==> config.mk <==
export PLATFORM = sky130hd
export DESIGN_NAME = sram_strobe_ctrl
export DESIGN_NICKNAME = d
export VERILOG_FILES = /design/src/rtl/sram_ctrl_pkg.sv /design/src/rtl/phase_timer.sv /design/src/rtl/xfer_regs.sv /design/src/rtl/sram_strobe_ctrl.sv
export SDC_FILE = /design/constraint.sdc
export NUM_CORES = 1
export LEC_CHECK = 0
export CORE_MARGIN = 1.5
export CORE_UTILIZATION = 44
export CTS_CLUSTER_DIAMETER = 100
export CTS_CLUSTER_SIZE = 24
export DETAILED_ROUTE_END_ITERATION = 6
export PLACE_DENSITY = 0.81
export SYNTH_ARGS = -nofsm -noshare
export SYNTH_HDL_FRONTEND = slang
export SYNTH_HIERARCHICAL = 1
export SYNTH_SLANG_ARGS = --single-unit
export TNS_END_PERCENT = 20
==> constraint.sdc <==
create_clock -name clk_i -period 2.8 [get_ports clk_i]
set_input_delay 0.56 -clock clk_i [delete_from_list [all_inputs] [get_ports clk_i]]
set_output_delay 0.56 -clock clk_i [all_outputs]
set_load 0.05 [all_outputs]
==> src/rtl/sram_ctrl_pkg.sv <==
package sram_ctrl_pkg;

  typedef enum logic [2:0] {
    ST_IDLE,
    ST_RD,
    ST_TA,
    ST_WP,
    ST_WR
  } ctrl_st_e;

  // ceiling of ns/clk, never below one cycle
  function automatic int unsigned ns2cyc(input int unsigned ns, input int unsigned clk_ns);
    int unsigned c;
    c = (ns + clk_ns - 1) / clk_ns;
    return (c == 0) ? 1 : c;
  endfunction

  function automatic int unsigned umax(input int unsigned a, input int unsigned b);
    return (a > b) ? a : b;
  endfunction

endpackage

==> src/rtl/phase_timer.sv <==
module phase_timer #(
  parameter int unsigned CW = 4
) (
  input  logic          clk_i,
  input  logic          rst_ni,
  input  logic          load_i,
  input  logic [CW-1:0] len_i,
  output logic          done_o
);

  logic [CW-1:0] cnt_q;

  always_ff @(posedge clk_i or negedge rst_ni) begin
    if (!rst_ni)              cnt_q <= '0;
    else if (load_i)          cnt_q <= len_i - 1'b1;
    else if (cnt_q != '0)     cnt_q <= cnt_q - 1'b1;
  end

  assign done_o = (cnt_q == '0);

  // a phase is at least one cycle long
  always_comb begin
    if (rst_ni && load_i) begin
      len_nonzero_chk: assert (len_i != '0);
    end
  end

  // an expired timer stays expired until reloaded
  done_hold_chk: assert property (@(posedge clk_i) disable iff (!rst_ni)
    done_o && !load_i |=> done_o);

endmodule

==> src/rtl/xfer_regs.sv <==
module xfer_regs #(
  parameter int unsigned AW = 17,
  parameter int unsigned DW = 8
) (
  input  logic          clk_i,
  input  logic          rst_ni,
  input  logic          take_i,
  input  logic [AW-1:0] addr_i,
  input  logic [DW-1:0] wdata_i,
  input  logic          cap_i,
  input  logic [DW-1:0] rdq_i,
  output logic [AW-1:0] addr_o,
  output logic [DW-1:0] wdata_o,
  output logic [DW-1:0] rdata_o
);

  always_ff @(posedge clk_i or negedge rst_ni) begin
    if (!rst_ni) begin
      addr_o  <= '0;
      wdata_o <= '0;
    end else if (take_i) begin
      addr_o  <= addr_i;
      wdata_o <= wdata_i;
    end
  end

  always_ff @(posedge clk_i or negedge rst_ni) begin
    if (!rst_ni)    rdata_o <= '0;
    else if (cap_i) rdata_o <= rdq_i;
  end

endmodule

==> src/rtl/sram_strobe_ctrl.sv <==
module sram_strobe_ctrl
  import sram_ctrl_pkg::*;
#(
  parameter int unsigned AW        = 17,
  parameter int unsigned DW        = 8,
  parameter int unsigned CLK_NS    = 10,
  parameter int unsigned T_RC_NS   = 70,
  parameter int unsigned T_AA_NS   = 70,
  parameter int unsigned T_OE_NS   = 25,
  parameter int unsigned T_WC_NS   = 70,
  parameter int unsigned T_WP_NS   = 35,
  parameter int unsigned T_DS_NS   = 25,
  parameter int unsigned T_OHZ_NS  = 15
) (
  input  logic          clk_i,
  input  logic          rst_ni,
  input  logic          req_i,
  input  logic          wr_i,
  input  logic [AW-1:0] addr_i,
  input  logic [DW-1:0] wdata_i,
  output logic          ready_o,
  output logic [DW-1:0] rdata_o,
  output logic [AW-1:0] mem_addr_o,
  output logic          mem_ce_n_o,
  output logic          mem_ce_o,
  output logic          mem_we_n_o,
  output logic          mem_oe_n_o,
  output logic [DW-1:0] mem_dq_o,
  output logic          mem_dq_oe_o,
  input  logic [DW-1:0] mem_dq_i
);

  localparam int unsigned RD_CYC  = umax(ns2cyc(T_RC_NS, CLK_NS),
                                         umax(ns2cyc(T_AA_NS, CLK_NS), ns2cyc(T_OE_NS, CLK_NS)));
  localparam int unsigned WP_CYC  = umax(ns2cyc(T_WP_NS, CLK_NS), ns2cyc(T_DS_NS, CLK_NS));
  localparam int unsigned WC_CYC  = ns2cyc(T_WC_NS, CLK_NS);
  localparam int unsigned REC_CYC = (WC_CYC > WP_CYC) ? WC_CYC - WP_CYC : 1;
  localparam int unsigned TA_CYC  = ns2cyc(T_OHZ_NS, CLK_NS);
  localparam int unsigned MAX_CYC = umax(RD_CYC, umax(WP_CYC, umax(REC_CYC, TA_CYC)));
  localparam int unsigned CW      = $clog2(MAX_CYC + 2) + 1;

  localparam logic [CW-1:0] RD_L  = CW'(RD_CYC);
  localparam logic [CW-1:0] WP_L  = CW'(WP_CYC);
  localparam logic [CW-1:0] REC_L = CW'(REC_CYC);
  localparam logic [CW-1:0] TA_L  = CW'(TA_CYC);
  localparam logic [CW-1:0] GAP_SAT = CW'(TA_CYC + 1);

  ctrl_st_e      st_q, st_d;
  logic          load;
  logic [CW-1:0] len;
  logic          tdone;
  logic          cap, wdone;
  logic          accept;
  logic          last_rd_q;

  assign accept = (st_q == ST_IDLE) && req_i;

  phase_timer #(.CW(CW)) u_tmr (
    .clk_i  (clk_i),
    .rst_ni (rst_ni),
    .load_i (load),
    .len_i  (len),
    .done_o (tdone)
  );

  xfer_regs #(.AW(AW), .DW(DW)) u_xfer (
    .clk_i   (clk_i),
    .rst_ni  (rst_ni),
    .take_i  (accept),
    .addr_i  (addr_i),
    .wdata_i (wdata_i),
    .cap_i   (cap),
    .rdq_i   (mem_dq_i),
    .addr_o  (mem_addr_o),
    .wdata_o (mem_dq_o),
    .rdata_o (rdata_o)
  );

  always_comb begin
    st_d  = st_q;
    load  = 1'b0;
    len   = RD_L;
    cap   = 1'b0;
    wdone = 1'b0;
    unique case (st_q)
      ST_IDLE: if (req_i) begin
        load = 1'b1;
        if (!wr_i)          begin st_d = ST_RD; len = RD_L; end
        else if (last_rd_q) begin st_d = ST_TA; len = TA_L; end
        else                begin st_d = ST_WP; len = WP_L; end
      end
      ST_RD: if (tdone) begin st_d = ST_IDLE; cap = 1'b1; end
      ST_TA: if (tdone) begin st_d = ST_WP; load = 1'b1; len = WP_L; end
      ST_WP: if (tdone) begin st_d = ST_WR; load = 1'b1; len = REC_L; end
      ST_WR: if (tdone) begin st_d = ST_IDLE; wdone = 1'b1; end
      default: st_d = ST_IDLE;
    endcase
  end

  always_ff @(posedge clk_i or negedge rst_ni) begin
    if (!rst_ni) begin
      st_q      <= ST_IDLE;
      ready_o   <= 1'b0;
      last_rd_q <= 1'b0;
    end else begin
      st_q    <= st_d;
      ready_o <= cap | wdone;
      if (cap)        last_rd_q <= 1'b1;
      else if (wdone) last_rd_q <= 1'b0;
    end
  end

  assign mem_ce_n_o  = (st_q == ST_IDLE);
  assign mem_ce_o    = (st_q != ST_IDLE);
  assign mem_oe_n_o  = (st_q != ST_RD);
  assign mem_we_n_o  = (st_q != ST_WP);
  assign mem_dq_oe_o = (st_q == ST_WP) || (st_q == ST_WR);

  // checker state: cycles since output enable rose, write strobe width
  logic [CW-1:0] oe_gap_q, we_len_q;

  always_ff @(posedge clk_i or negedge rst_ni) begin
    if (!rst_ni) begin
      oe_gap_q <= GAP_SAT;
      we_len_q <= '0;
    end else begin
      if (!mem_oe_n_o)             oe_gap_q <= '0;
      else if (oe_gap_q != GAP_SAT) oe_gap_q <= oe_gap_q + 1'b1;
      if (!mem_we_n_o) we_len_q <= we_len_q + 1'b1;
      else             we_len_q <= '0;
    end
  end


  no_contention_chk: assert property (@(posedge clk_i) disable iff (!rst_ni)
    mem_dq_oe_o |-> mem_oe_n_o);


  wr_data_ready_chk: assert property (@(posedge clk_i) disable iff (!rst_ni)
    $fell(mem_we_n_o) |-> mem_dq_oe_o && mem_oe_n_o);


  wr_pulse_width_chk: assert property (@(posedge clk_i) disable iff (!rst_ni)
    $rose(mem_we_n_o) |-> we_len_q == WP_L);


  wr_hold_chk: assert property (@(posedge clk_i) disable iff (!rst_ni)
    $rose(mem_we_n_o) |-> mem_dq_oe_o && !mem_ce_n_o);


  turnaround_chk: assert property (@(posedge clk_i) disable iff (!rst_ni)
    $rose(mem_dq_oe_o) |-> oe_gap_q == GAP_SAT);


  addr_stable_chk: assert property (@(posedge clk_i) disable iff (!rst_ni)
    !mem_ce_n_o && $past(!mem_ce_n_o) |-> $stable(mem_addr_o));


  ready_pulse_chk: assert property (@(posedge clk_i) disable iff (!rst_ni)
    ready_o |=> !ready_o);


  select_only_busy_chk: assert property (@(posedge clk_i) disable iff (!rst_ni)
    ready_o |-> mem_ce_n_o && !mem_ce_o);

endmodule

# Word level (Yosys, flattened, before mapping)
# Index checks and enable logic that the tools add are counted.
[classes]
n_eq_ne = 10
n_addsub = 2
bitwise = 1
n_mux = 22
n_reduce_logical = 11
[ops]
columns = ["op", "n"]
rows = [
  ["$mux W3", 8],
  ["$pmux W3 S4", 1],
  ["$mux W5", 2],
  ["$pmux W3 S3", 1],
  ["$mux W1", 7],
  ["$eq A3 B2 Y1 const B", 2],
  ["$ne A2 B2 Y1 const B", 3],
  ["$logic_not A5 Y1", 1],
  ["$reduce_bool A5 Y1", 1],
  ["$sub A5 B1 Y5 const B", 1],
  ["$mux W2", 2],
  ["$reduce_and A4 Y1", 1],
  ["$reduce_bool A2 Y1", 2],
  ["$reduce_or A2 Y1", 2],
  ["$sub A3 B1 Y4 const B", 1],
  ["$eq A3 B1 Y1 const B", 1],
  ["$eq A3 B3 Y1 const B", 1],
  ["$logic_not A3 Y1", 1],
  ["$ne A3 B1 Y1 const B", 1],
  ["$ne A3 B2 Y1 const B", 1],
  ["$reduce_bool A3 Y1", 1],
  ["$ne A2 B1 Y1 const B", 1],
  ["$pmux W1 S2", 1],
  ["$logic_and A1 B1 Y1", 1],
  ["other kinds (2)", 2],
]
[totals]
ff_bits = 43
out_inout_bits = 39
word_cells = 53
in_bits = 37

# Logic depth before layout (Yosys ltp)
[logic_depth]
ltp_word = 6
ltp_mapped = 10
depth_no_buf = 10

# Hierarchy
# Netlist, hierarchy kept.
[by_module_without_submodules]
columns = ["module", "n_inst", "cells_each", "seq_area_each_um2", "area_per_inst_um2"]
rows = [
  ["xfer_regs", 1, 70, 825.8, 1328.8],
  ["sram_strobe_ctrl", 1, 45, 125.1, 361.6],
  ["phase_timer", 1, 29, 125.1, 336.6],
]

# Worst setup path after synthesis
# No wires, ideal clock.
[synth_path]
path_kind = "register to register"
start = "reg u_tmr.cnt_q[1]"
end = "reg u_tmr.cnt_q[4]"
setup_slack_ns = 0.287
n_path_buf = 0
arrival_time_ns = 2.387
path_stages_with_launch = 11
required_time_ns = 2.674
setup_ns = 0.126
cell_sequence = "dfrtp_1 or3_4 nor3_4 nand2_2 a211o_1 a21o_1 mux2i_1 ha_1 nor3b_1 mux2i_1 mux2i_1"
[synth_between]
elab_chain_len = 5
[synth_lines]
columns = ["item", "line", "text"]
rows = [
  ["start: declaration", "phase_timer.sv:11", "logic [CW-1:0] cnt_q;"],
  ["start signal: assignment", "phase_timer.sv:15", "else if (load_i) cnt_q <= len_i - 1'b1;"],
  ["start signal: assignment", "phase_timer.sv:16", "else if (cnt_q != '0) cnt_q <= cnt_q - 1'b1;"],
  ["$logic_not A5 Y1", "phase_timer.sv:19", "assign done_o = (cnt_q == '0);"],
  ["net tdone", "sram_strobe_ctrl.sv:51", "logic tdone;"],
  ["$mux W2", "sram_strobe_ctrl.sv:93", "ST_TA: if (tdone) begin st_d = ST_WP; load = 1'b1; len = WP_L; end"],
  ["$pmux W3 S3", "sram_strobe_ctrl.sv:85", "unique case (st_q)"],
  ["net len[0]", "sram_strobe_ctrl.sv:50", "logic [CW-1:0] len;"],
  ["$sub A3 B1 Y4", "phase_timer.sv:15", ""],
  ["$mux W5", "phase_timer.sv:15", ""],
]
# The timed path passes the listed nets, and every way through them passes these cells. The select of a mux whose other input is x is not followed.
# A chain may end at the register's enable or synchronous reset.

# Final worst setup path
[layout_path]
start = "reg st_q[2]"
end = "out mem_oe_n_o"
[layout_between]
elab_chain_len = 1
[layout_lines]
columns = ["item", "line", "text"]
rows = [
  ["start: declaration", "sram_strobe_ctrl.sv:48", "ctrl_st_e st_q, st_d;"],
  ["start signal: assignment", "sram_strobe_ctrl.sv:106", "st_q <= st_d;"],
  ["$ne A3 B1 Y1", "sram_strobe_ctrl.sv:115", "assign mem_oe_n_o = (st_q != ST_RD);"],
  ["end: declaration", "sram_strobe_ctrl.sv:27", "output logic mem_oe_n_o,"],
]
# No other way between the ends.

==> summary.txt <==
CTS H-tree lvls: 2
Critical Path RT: 2240 ps
Worst setup SP type: flop
CTS tree: done
EDFF count, synth: 0
Initial Util: 46.23%
Final period util: 93.82%
#FFs+latches synth: 43
Worst Max-Slew Pin Slew: 925.3 ps
clock buffer depth: 2
run status: complete, no violations
slew margin rel.: 38.31%
Post-CTS Setup Inserts: 0
WS Path Type: flop to output port
post-route ant nets: 0
post_cts resized: 0
CP max stage delay: 710 ps
HP Class: input pin to asynchronous set/reset pin
Initial DRC Count: 62
WL per Instance: 14.57 um
clk slew on worst S/H paths: 80 ps
share of the synthesized area in the top cell type: 53.09%
# DRC: 0
Core ar.: 4384 um2
setup_tns: 0 ps
area leader, netlist: dfrtp_1
Post-Layout Cell Count: 278
Die ar.: 5023 um2
Mapped Cells: 144
crit-path max FO: 12
max-cap violations: 0
clk_lat worst skew: 290 ps
# clock sinks: 43
Final Setup Violations: 0
final wirelength: 4051 um
total CTS buffers: 5
top-level I/O count: 76
unrepaired setup endpoints after global routing: false
WP data arrival: 2070 ps
sequential share of the synthesized area: 53.09%
pre-CTS setup slack: 73.73 ps
die height: 70.87 um
Global Route Usage Sum: 17.28%
DR pass1 iterations: 4
initial antenna violation count: 0
Multi-input gate area: 868.3 um2
Worst Skew: 7.234 ps
Tmin final: 2627 ps
combinational fraction of design power: 58.7%
Netlist Area Pre-Place: 2027 um2
Rows: 24
CP max stage cell: clkdlybuf4s50_1
Most used DFF post-synth: dfrtp_1
pin count of the biggest net entering global routing: 44
P_leak: 1.247 nW
final core utilization: 66.90%
endpoints failing hold: 0
Crit. End Element: output port
vias in the first global route: 1363
first-pass GRT wire length: 6941 um
CTS root buffer: clkbuf_8
synth cell count leaders: 43 x dfrtp_1, 20 x mux2_4, 14 x mux2_2, 8 x nor2_1, 6 x mux2i_1
share of cells above drive strength 1: 23.45%
final slew viol count: 0
switching share of power: 44.82%
sequential cell area: 1076 um2
crit path cell chain: nand2b_1, or2_2, clkdlybuf4s50_1
GR Overflow Total: 0
hpwl dp: 2950 um
Flop pwr share: 27.9%
Vias/cell: 4.953
FMAX: 0.3807 GHz
Die Width: 70.87 um
Psw: 1.865 mW
Final #Nets: 263
P_int: 2.295 mW
Placed Instances: 270
Final GP Congestion: 0.7759
Area growth syn-to-layout: 44.69%
total power: 4.160 mW
worst vdd ir: 0.0006981 V
ant diodes: 0
routed vias: 1377
Filler cells: 328
count of cell types in the netlist: 37
PD cells: 1418 nW/um2
top-count cell post-synth: dfrtp_1
main area contributors after synthesis: dfrtp_1 53%, mux2_4 15%, mux2_2 7.8%
cts-stage hold buffer count: 0
Avg Cell Area, Syn: 14.08 um2
async set or reset register ratio after synthesis: 100.0%
Yosys warning total: 6
Setup WS post-layout: 173.0 ps
Clock power frac: 13.4%
I/O Buffers: 75
==> worst paths after layout <==
path | start | endpoint | slack, ps | cells after the start
worst max-delay path | st_q[2] | mem_oe_n_o | 170 | 3
worst min-delay path | rst_ni | u_xfer/rdata_o[4] | 400 | 1
worst max register to register | u_tmr/cnt_q[1] | u_tmr/cnt_q[4] | 300 | 11
worst min register to register | u_xfer/rdata_o[7] | u_xfer/rdata_o[7] | 510 | 1
max in group asynchronous | rst_ni | u_xfer/wdata_o[3] | 1820 | 1
min in group clk_i | u_xfer/rdata_o[7] | u_xfer/rdata_o[7] | 510 | 1
==> per-layer routing <==
| layer | part of all wire [%] | vias to the layer above | GRT usage [%] | routed length (um) |
|---|---|---|---|---|
| met3 | 7.7 | 5 | 4.131 | 313 |
| li1 | - | 662 | - | - |
| met2 | 43 | 62 | 25.44 | 1757 |
| met1 | 48 | 648 | 25.58 | 1940 |
| met5 | 0 | - | 0 | 0 |
| met4 | 0.96 | 0 | 5.031 | 39 |
==> flip-flops by register name, summed over array words and instances, names as in the netlist <==
name	flops
last_rd_q	1
ready_o	1
st_q	3
u_tmr/cnt_q	5
u_xfer/addr_o	17
u_xfer/rdata_o	8
u_xfer/wdata_o	8
==> kinds of logic (layout without fill, tap and decap cells) <==
kind of cell    after synthesis  count (layout)  share of synthesized area [%]
buf+inv                      10              90                          4.445
simple gates                 32              32                          9.815
xor+xnor                      5               5                          2.160
flops                        43              43                          53.09
fa+ha+maj                     1               1                         0.6172
other cells                   1               3                         0.1850
compound gates               12              12                          4.135
mux                          40              40                          25.56
==> worst max-delay path, delay by kind of cell (launching register included) <==
| kind | cells | cell delay (ps) |
|---|---|---|
| buf+inv | 1 | 710 |
| flops | 1 | 520 |
| simple gates | 2 | 560 |
==> cells in the final DEF, fill, tap and decap left out, types with 4 or more instances in the layout <==
master,synthesis,final
nand2_1,4,4
clkbuf_8,0,5
clkdlybuf4s50_1,0,74
dfrtp_1,43,43
mux2_2,14,14
mux2_4,20,20
nor2_1,8,8
mux2i_1,6,6
buf_4,0,5
xnor2_1,4,4
==> final cells by class <==
cell class                      instances  share of cell area (%)
Clock buffer                            6                   2.474
Clock inverter                          2                   2.048
Inverter                                2                  0.2560
Multi-Input combinational cell         93                   29.61
Sequential cell                        43                   36.69
Tap cell                               52                   2.218
Timing Repair Buffer                   80                   26.71
==> power by group through the flow <==
stage	clock network (mW)	registers [mW]	logic [mW]
4_1_cts	0.573	1.16	2.46
2_1_floorplan	0	1.96	0.920
5_1_grt	0.602	1.21	2.56
3_5_place_dp	0	1.17	2.45
6_report	0.558	1.16	2.44
3_3_place_gp	0	1.15	2.43
==> per-stage QoR <==
step / hold WS (ps) / instance area, um2
finish: 403.3 / 2933
global route: 482.6 / 2933
CTS: 441.4 / 2933
detailed placement: 491.7 / 2800
global placement: 488.6 / 2800
floorplan: 264.4 / 2034
No activity file was read; power rests on OpenSTA's default activity.
